===== config.mk =====
export PLATFORM = sky130hd
export DESIGN_NAME = wdog_two_stage
export DESIGN_NICKNAME = d
export VERILOG_FILES = /design/src/rtl/wdog_pkg.sv /design/src/rtl/wdog_tick_gen.sv /design/src/rtl/wdog_down_counter.sv /design/src/rtl/wdog_status.sv /design/src/rtl/wdog_two_stage.sv
export SDC_FILE = /design/constraint.sdc
export NUM_CORES = 1
export LEC_CHECK = 0
export BUFFER_PORTS_ARGS = -buffer_cell sky130_fd_sc_hd__buf_2
export CORE_MARGIN = 2
export CORE_UTILIZATION = 38
export DETAILED_ROUTE_END_ITERATION = 6
export PLACE_DENSITY = 0.67
export SLEW_MARGIN = 20
export SYNTH_ARGS = -nofsm -noshare
export SYNTH_HDL_FRONTEND = slang
export SYNTH_SLANG_ARGS = --single-unit

===== constraint.sdc =====
create_clock -name clk -period 4 [get_ports clk]
set_input_delay 0.2 -clock clk [delete_from_list [all_inputs] [get_ports clk]]
set_output_delay 0.2 -clock clk [all_outputs]
set_load 0.1 [all_outputs]

===== src/rtl/wdog_pkg.sv =====
package wdog_pkg;

    // Byte offsets decoded by software
    localparam logic [3:0] OFS_RELOAD = 4'h0;
    localparam logic [3:0] OFS_INIT   = 4'h1;
    localparam logic [3:0] OFS_STS1   = 4'h4;
    localparam logic [3:0] OFS_STS2   = 4'h6;
    localparam logic [3:0] OFS_CTRL   = 4'h8;
    localparam logic [3:0] OFS_IEN    = 4'hA;
    localparam logic [3:0] OFS_ISTS   = 4'hC;

    // Bit positions software relies on
    localparam int BIT_FIRST  = 3;
    localparam int BIT_SECOND = 1;
    localparam int BIT_BOOT   = 2;
    localparam int BIT_HALT   = 11;
    localparam int BIT_KEEP   = 9;
    localparam int BIT_IRQ    = 13;

    localparam int INIT_MIN = 2;

    typedef struct packed {
        logic reload;
        logic init;
        logic sts1;
        logic sts2;
        logic ctrl;
        logic ien;
        logic ists;
    } wr_sel_t;

    typedef struct packed {
        logic first;
        logic second;
        logic boot;
        logic irq_sts;
    } flags_t;

    function automatic wr_sel_t decode_wr(input logic en, input logic [3:0] addr);
        wr_sel_t s;
        s.reload = en && (addr == OFS_RELOAD);
        s.init   = en && (addr == OFS_INIT);
        s.sts1   = en && (addr == OFS_STS1);
        s.sts2   = en && (addr == OFS_STS2);
        s.ctrl   = en && (addr == OFS_CTRL);
        s.ien    = en && (addr == OFS_IEN);
        s.ists   = en && (addr == OFS_ISTS);
        return s;
    endfunction

endpackage


===== src/rtl/wdog_tick_gen.sv =====
module wdog_tick_gen #(
    parameter int CLKS_PER_TICK = 4
) (
    input  logic clk,
    input  logic rst,
    input  logic hold,
    input  logic restart,
    output logic tick
);
    localparam int PW = (CLKS_PER_TICK > 1) ? $clog2(CLKS_PER_TICK) : 1;
    localparam logic [PW-1:0] LAST = PW'(CLKS_PER_TICK - 1);

    logic [PW-1:0] pcnt;

    assign tick = !hold && (pcnt == LAST);

    always_ff @(posedge clk) begin
        if (rst || hold || restart || (pcnt == LAST)) begin
            pcnt <= '0;
        end else begin
            pcnt <= pcnt + 1'b1;
        end
    end

    generate
        if (CLKS_PER_TICK > 1) begin : g_spacing
            // ticks are never back to back when a tick spans several clocks
            assert_tick_spacing_R3: assert property (@(posedge clk) disable iff (rst)
                tick |=> !tick);
        end
    endgenerate

    // a held prescaler restarts from zero, so no tick right after hold
    assert_hold_no_tick_R4: assert property (@(posedge clk) disable iff (rst)
        hold |=> (CLKS_PER_TICK == 1) || !tick || hold);

endmodule


===== src/rtl/wdog_down_counter.sv =====
module wdog_down_counter #(
    parameter int CNT_W    = 6,
    parameter int INIT_RST = 4
) (
    input  logic             clk,
    input  logic             rst,
    input  logic             tick,
    input  logic             reload,
    input  logic [CNT_W-1:0] init_val,
    output logic [CNT_W-1:0] cnt,
    output logic             expire
);
    localparam logic [CNT_W-1:0] ONE = CNT_W'(1);

    assign expire = tick && !reload && (cnt == ONE);

    always_ff @(posedge clk) begin
        if (rst) begin
            cnt <= CNT_W'(INIT_RST);
        end else if (reload) begin
            cnt <= init_val;
        end else if (tick) begin
            cnt <= (cnt == ONE) ? init_val : cnt - ONE;
        end
    end

    assert_reload_loads_R2: assert property (@(posedge clk) disable iff (rst)
        reload |=> cnt == $past(init_val));

    assert_expire_reloads_R7: assert property (@(posedge clk) disable iff (rst)
        expire |=> cnt == $past(init_val));

    assert_idle_stable_R4: assert property (@(posedge clk) disable iff (rst)
        (!tick && !reload) |=> $stable(cnt));

    assert_cnt_nonzero_R3: assert property (@(posedge clk) disable iff (rst)
        cnt != '0);

endmodule


===== src/rtl/wdog_status.sv =====
module wdog_status
    import wdog_pkg::*;
(
    input  logic   clk,
    input  logic   rst,
    input  logic   expire,
    input  logic   strap_block,
    input  logic   clr_first,
    input  logic   clr_second,
    input  logic   clr_boot,
    input  logic   clr_irq,
    input  logic   irq_en,
    output flags_t flags,
    output logic   rst_pulse
);
    logic stage2;
    logic stage1;

    assign stage2 = expire && flags.first;
    assign stage1 = expire && !flags.first;

    always_ff @(posedge clk) begin
        if (rst) begin
            flags     <= '{first: 1'b0, second: 1'b0, boot: 1'b1, irq_sts: 1'b0};
            rst_pulse <= 1'b0;
        end else begin
            flags.first   <= expire ? 1'b1 : (clr_first ? 1'b0 : flags.first);
            flags.second  <= stage2 ? 1'b1 : (clr_second ? 1'b0 : flags.second);
            flags.boot    <= clr_boot ? 1'b0 : flags.boot;
            flags.irq_sts <= (stage1 && irq_en) ? 1'b1 : (clr_irq ? 1'b0 : flags.irq_sts);
            rst_pulse     <= stage2 && !strap_block;
        end
    end

    assert_first_set_R7: assert property (@(posedge clk) disable iff (rst)
        expire |=> flags.first);

    assert_w1c_hold_R8: assert property (@(posedge clk) disable iff (rst)
        (!expire && !clr_first) |=> $stable(flags.first));

    assert_second_set_R11: assert property (@(posedge clk) disable iff (rst)
        (expire && flags.first) |=> flags.second);

    assert_pulse_single_R11: assert property (@(posedge clk) disable iff (rst)
        rst_pulse |=> !rst_pulse);

    assert_strap_blocks_R12: assert property (@(posedge clk) disable iff (rst)
        (expire && strap_block) |=> !rst_pulse);

    assert_boot_only_clears_R9: assert property (@(posedge clk) disable iff (rst)
        !clr_boot |=> $stable(flags.boot));

endmodule


===== src/rtl/wdog_two_stage.sv =====
module wdog_two_stage
    import wdog_pkg::*;
#(
    parameter int CLKS_PER_TICK = 4,
    parameter int CNT_W         = 6,
    parameter int INIT_RST      = 4,
    parameter int ADDR_W        = 4,
    parameter int DATA_W        = 16
) (
    input  logic              clk,
    input  logic              rst,
    input  logic              wr_en,
    input  logic [ADDR_W-1:0] wr_addr,
    input  logic [DATA_W-1:0] wr_data,
    input  logic [ADDR_W-1:0] rd_addr,
    output logic [DATA_W-1:0] rd_data,
    input  logic              strap_no_reset,
    output logic              irq,
    output logic              sys_rst_pulse
);
    localparam logic [CNT_W-1:0] MIN_V = CNT_W'(INIT_MIN);

    wr_sel_t          sel;
    logic [CNT_W-1:0] init_q;
    logic             halt_q;
    logic             ien_q;
    logic             tick;
    logic [CNT_W-1:0] cnt;
    logic             expire;
    flags_t           flags;

    assign sel = decode_wr(wr_en, 4'(wr_addr));

    always_ff @(posedge clk) begin
        if (rst) begin
            init_q <= CNT_W'(INIT_RST);
            halt_q <= 1'b1;
            ien_q  <= 1'b0;
        end else begin
            if (sel.init) begin
                init_q <= (wr_data[CNT_W-1:0] < MIN_V) ? MIN_V : wr_data[CNT_W-1:0];
            end
            if (sel.ctrl) begin
                halt_q <= wr_data[BIT_HALT];
            end
            if (sel.ien) begin
                ien_q <= wr_data[BIT_IRQ];
            end
        end
    end

    wdog_tick_gen #(.CLKS_PER_TICK(CLKS_PER_TICK)) u_tick (
        .clk     (clk),
        .rst     (rst),
        .hold    (halt_q),
        .restart (sel.reload),
        .tick    (tick)
    );

    wdog_down_counter #(.CNT_W(CNT_W), .INIT_RST(INIT_RST)) u_cnt (
        .clk      (clk),
        .rst      (rst),
        .tick     (tick),
        .reload   (sel.reload),
        .init_val (init_q),
        .cnt      (cnt),
        .expire   (expire)
    );

    wdog_status u_sts (
        .clk         (clk),
        .rst         (rst),
        .expire      (expire),
        .strap_block (strap_no_reset),
        .clr_first   (sel.sts1 && wr_data[BIT_FIRST]),
        .clr_second  (sel.sts2 && wr_data[BIT_SECOND]),
        .clr_boot    (sel.sts2 && wr_data[BIT_BOOT]),
        .clr_irq     (sel.ists && wr_data[BIT_IRQ]),
        .irq_en      (ien_q),
        .flags       (flags),
        .rst_pulse   (sys_rst_pulse)
    );

    assign irq = flags.irq_sts && ien_q;

    always_comb begin
        rd_data = '0;
        case (4'(rd_addr))
            OFS_RELOAD: rd_data[CNT_W-1:0] = cnt;
            OFS_INIT:   rd_data[CNT_W-1:0] = init_q;
            OFS_STS1:   rd_data[BIT_FIRST] = flags.first;
            OFS_STS2: begin
                rd_data[BIT_SECOND] = flags.second;
                rd_data[BIT_BOOT]   = flags.boot;
            end
            OFS_CTRL:   rd_data[BIT_HALT] = halt_q;
            OFS_IEN:    rd_data[BIT_IRQ]  = ien_q;
            OFS_ISTS:   rd_data[BIT_IRQ]  = flags.irq_sts;
            default:    rd_data = '0;
        endcase
    end

    // the preserved control bit never reads back as written
    assert_keep_bit_R5: assert property (@(posedge clk) disable iff (rst)
        (rd_addr == ADDR_W'(OFS_CTRL)) |-> !rd_data[BIT_KEEP]);

    // interrupt only while enabled
    assert_irq_gated_R10: assert property (@(posedge clk) disable iff (rst)
        irq |-> ien_q);

endmodule


======== Word level (Yosys, flattened, before mapping) ========
Index checks and enable logic that the tools add are counted.
word-level totals
  bits in registers ....................... 21
  bits in latches ......................... 0
  bits in writable memories ............... 0
  ROM bits ................................ 0
  bits of input ports ..................... 28
  output and inout bits ................... 18
  logic and storage cells ................. 75
  memories kept ........................... 0
cells by class
  add/sub/neg operators ................... 2
  multipliers ............................. 0
  div/mod/pow operators ................... 0
  order comparisons ....................... 1
  equal/unequal tests ..................... 14
  shifts and indexed selects .............. 0
  multiplexer cells ....................... 16
  bitwise gates (word level) .............. 0
  reductions and logical operators ........ 32
operator list
  kind                                                        count
  equality test 4 bit, second input constant                  6
  two-way mux 6 bit                                           4
  logical AND 1 bit                                           19
  equality test 4 x 3 -> 1 bit, second input constant         4
  equality test 4 x 1 -> 1 bit, second input constant         2
  logical NOT 4 bit                                           2
  nonzero test 2 bit                                          4
  two-way mux 1 bit                                           7
  equality test 6 x 1 -> 1 bit, second input constant         1
  less-than comparator 6 x 2 -> 1 bit, second input constant  1
  case mux 2 bit (3 select lines)                             1
  subtractor 6 x 1 -> 6 bit, second input constant            1
  logical NOT 1 bit                                           4
  case mux 1 bit (2 select lines)                             2
  case mux 2 bit (2 select lines)                             1
  logical OR 1 bit                                            3
  case mux 1 bit (3 select lines)                             1
  adder 2 x 1 -> 2 bit, second input constant                 1
  equality test 2 bit, second input constant                  1

======== Depth between registers and ports, before layout ========
  word-level depth ........................ 8
  gate-level depth with buffers ........... 6
  gate-level depth less buffers ........... 6

======== By module ========
A second synthesis with hierarchy kept.
second synthesis, totals
  cells, all modules ...................... 166
  area total of the unflattened synthesis .. 1353.8 um^2
by module, submodules not included
  module             times used  cells an instance  area an instance (um^2)  sequential area each (um^2)
  wdog_two_stage     1           86                 686.9                    160.2
  wdog_down_counter  1           55                 420.4                    120.1
  wdog_status        1           17                 165.2                    100.1
  wdog_tick_gen      1           8                  81.3                     40.0

======== Worst setup path before layout ========
Ideal clock, no wire load.
  path kind ............................... in2out
  from .................................... input port rd_addr[2]
  to ...................................... output port rd_data[3]
  data arrival time ....................... 2.741 ns
  required time ........................... 3.800 ns
  setup slack ............................. 1.059 ns
  stages on the path ...................... 4
  path buffers ............................ 1
  path through ............................ clkbuf_1 mux2i_1 o22a_1 nor3_1
on the way
  cells in the longest elaborated chain, start to end .. 2
  elaborated cells on any way between the ends .. 4
  classes of those cells .................. 2 x eq/ne; 1 x mux; 1 x reduce/logical
RTL lines
  what                                                  RTL line              source
  start, declared                                       wdog_two_stage.sv:15  input logic [ADDR_W-1:0] rd_addr,
  equality test 4 x 3 -> 1 bit (tied with other cells)  wdog_two_stage.sv:88  case (4'(rd_addr))
  case mux 1 bit (3 select lines) *                     wdog_two_stage.sv:88
  end, declared                                         wdog_two_stage.sv:16  output logic [DATA_W-1:0] rd_data,
Every way passes the cells marked *; elsewhere a longest branch is shown, timed or not.

======== Worst setup path in the final report ========
  from .................................... register u_cnt.cnt[3]
  to ...................................... output port rd_data[3]
on the way
  cells in the longest elaborated chain, start to end .. 1
RTL lines
  what                             RTL line                 source
  start, declared                  wdog_down_counter.sv:10  output logic [CNT_W-1:0] cnt,
  start signal, assigned           wdog_down_counter.sv:19  cnt <= CNT_W'(INIT_RST);
  start signal, assigned           wdog_down_counter.sv:21  cnt <= init_val;
  start signal, assigned           wdog_down_counter.sv:23  cnt <= (cnt == ONE) ? init_val : cnt - ONE;
  case mux 1 bit (3 select lines)  wdog_two_stage.sv:88
Every way passes these cells.

==> metrics.md <==
| Metric | Value |
|---|---|
| Status | completed |
| Via density | roughly 5.2 |
| ANT nets after route | 0 |
| Row cnt | 21 |
| Flop-to-flop setup slack | roughly 2.2 ns |
| DR WL/cell | approximately 12 um |
| Max cap viols | 0 |
| Register area share after synthesis | between 30 and 40% |
| First-pass GRT wire length | 5060 um |
| Pre-antenna DRT Iters | 5 |
| Post-synthesis register bit count | 21 |
| CTS resizes | 0 |
| Share of layout cells above drive strength 1 | about 22% |
| Most frequent cell after synthesis | dfxtp_1 |
| Die Width | around 62 um |
| H-Tree Depth | 1 |
| Worst slew margin | between 60 and 70% |
| Die Area | about 0.0039 sq mm |
| HP Class | in -> reg |
| Synth area leader | dfxtp_1 |
| FFs w/ async S/R, synth | 0% |
| CP Launch Type | flop |
| Fin nets | about 220 |
| Ratio of final minimum period to clock period | between 40% and 50% |
| Starting Density | between 30% and 40% |
| Fill cells | approximately 360 |
| Final GP Congestion | around 0.87 |
| Top cell type's share of synthesized area | 32.4% |
| Worst vdd ir | around 0.13 mV |
| TritonCTS clock tree | yes |
| Io pins | between 40 and 50 |
| Crit end category | output pin |
| Chip height | around 62 um |
| Clock Latency Late Sink | 0.31 ns |
| Worst path cell trace | mux2i_1 -> o22a_1 -> nor3_1 -> buf_2 |
| Cells after Synth | ~160 |
| Remaining DRCs | 0 |
| Register area | approximately 420 sq um |
| Final setup fails | 0 |
| Worst slew pin tran | between 0.5 and 0.6 ns |
| EDFF count, synth | 0 |
| Max incr delay on CP | approximately 0.49 ns |
| Final hold vios | 0 |
| Core area | about 0.0033 sq mm |
| Synth warn | 0 |
| Multi-input gate area | between 700 and 800 sq um |
| Post-Syn Area | roughly 0.0013 sq mm |
| Fin Clk Skew | 0.00838 ns |
| Synth area leaders | dfxtp_1, mux2i_1, buf_4 |
| Worst path arrival time | between 1.5 and 2 ns |
| Total GRT Usage | between 10% and 20% |
| Longest Clk Path Bufs | 2 |
| PortBufs | 29 |
| Post-DP HPWL | roughly 2200 um |
| Finished Cell Area | about 0.0015 sq mm |
| # Post-CTS Setup Buffers | 0 |
| Vias in the first global route | 1110 |
| Critical path's slowest cell | dfxtp_1 |
| Post-synth top flop | dfxtp_1 |
| Static Leak | about 0.57 nW |
| Final setup TNS | 0 ns |
| Critical path type | reg -> out |
| Via count | approximately 1200 |
| Syn Area/Cell | 8.37 sq um |
| Unique masters post-synth | 44 |
| First DRT Iteration DRCs | 19 |
| Clock sinks | 21 |
| Grt total ovfl | 0 |
| Min Hold Slack | 0.0357 ns |
| CP Max Fanout | 6 |
| Largest net degree at the start of global routing | 15 |
| # hold bufs at CTS | 0 |
| Diode count | 0 |
| PwrDens | approximately 270 mW/mm^2 |
| Area Overhead vs Synth | 13.9% |
| Post-DP Area | about 0.0015 sq mm |
| CTS buffer count | 3 |
| Root Driver | clkbuf_4 |
| Post-synth top cells | dfxtp_1, nand2_1, nor2_1 |
| Fmax | roughly 540 MHz |
| Final Max Slew Viols | 0 |
| RSZ-0062 raised after global routing | false |
| Aggregate routed wire length | about 2900 um |
| Crit path required time | between 3 and 4 ns |
| Initial antenna violation count | 0 |
| Worst-path clk slew | about 0.13 ns |
| Min Tclk post-route | 1.87 ns |
==> registers in the layout, summed over array words and instances (netlist names) <==
signal           cells
init_q               6
halt_q               1
u_sts.flags          4
u_sts.rst_pulse      1
u_tick.pcnt          2
u_cnt.cnt            6
ien_q                1
==> final cells by class <==
| class | count | share of cell area, % |
|---|---|---|
| Inverter | 9 | 2.29 |
| Multi-Input combinational cell | 120 | 53.7 |
| Clock buffer | 3 | 1.52 |
| Sequential cell | 21 | 28.5 |
| Tap cell | 46 | 3.89 |
| Timing Repair Buffer | 29 | 9.82 |
| Clock inverter | 1 | 0.339 |
==> layer usage <==
layer / part of all wire [%] / wire length (um) / track usage, %
met5: 0 / 0 / 0
met4: 0.94 / 27 / 5.83
met2: 47 / 1330 / 26.7
met3: 3.1 / 89 / 1.62
met1: 49 / 1410 / 21.1
==> metrics by stage <==
stage	cells	worst slack, ns	power [mW]	util [%]
3_3_place_gp	225	2.15	0.297	43.8
4_1_cts	229	2.11	0.402	44.6
5_1_grt	229	2.00	0.417	44.6
6_report	229	2.13	0.398	44.6
2_1_floorplan	162	1.06	0.283	-
3_5_place_dp	225	2.19	0.297	43.8
==> placed cells by master, fill, tap and decap left out, types with 2 or more instances in the layout <==
cell type / n
dfxtp_1: 21
a21o_1: 3
nor4b_1: 2
clkbuf_4: 3
o32ai_1: 3
o21ai_0: 2
buf_2: 29
mux2i_1: 9
nor3_1: 4
nor4_1: 2
nand2_1: 16
conb_1: 8
nand3b_1: 4
nor2_1: 12
nand4_1: 2
ha_1: 3
inv_1: 9
a21oi_1: 9
a32o_1: 2
nor3b_1: 4
and2_1: 2
nand3_1: 11
a31oi_1: 2
==> worst max-delay path: cells and delay by family, from the launching register on <==
| family | cells | cell delay, ns |
|---|---|---|
| DFF | 1 | 0.49 |
| buffers and inverters | 1 | 0.45 |
| and+or+nand+nor | 1 | 0.11 |
| AOI/OAI and AO/OA | 1 | 0.20 |
| muxes | 1 | 0.11 |
==> final timing paths <==
check                                     from               to  depth (start not counted)
worst max register to register    u_cnt.cnt[1]     u_cnt.cnt[1]                          6
worst min-delay path            strap_no_reset  u_sts.rst_pulse                          2
worst max-delay path              u_cnt.cnt[3]       rd_data[3]                          4
worst min register to register  u_tick.pcnt[0]   u_tick.pcnt[0]                          1
==> cells by family after synthesis <==
kind of cell | count (synthesis) | share of synthesized area (%)
adder cells (fa/ha/maj) | 3 | 2.89
other | 1 | 0.289
AND/OR/NAND/NOR | 72 | 33.6
AO/OA/AOI/OAI | 28 | 15.4
flip-flops | 21 | 32.4
multiplexers | 9 | 6.94
buffers and inverters | 21 | 8.49
==> where the power goes <==
group          internal [mW]  switching, mW
Clock                 0.0373         0.0685
Sequential             0.211        0.00216
Combinational         0.0162         0.0631
Total                  0.265          0.134
(Power assumes the default switching activity.)
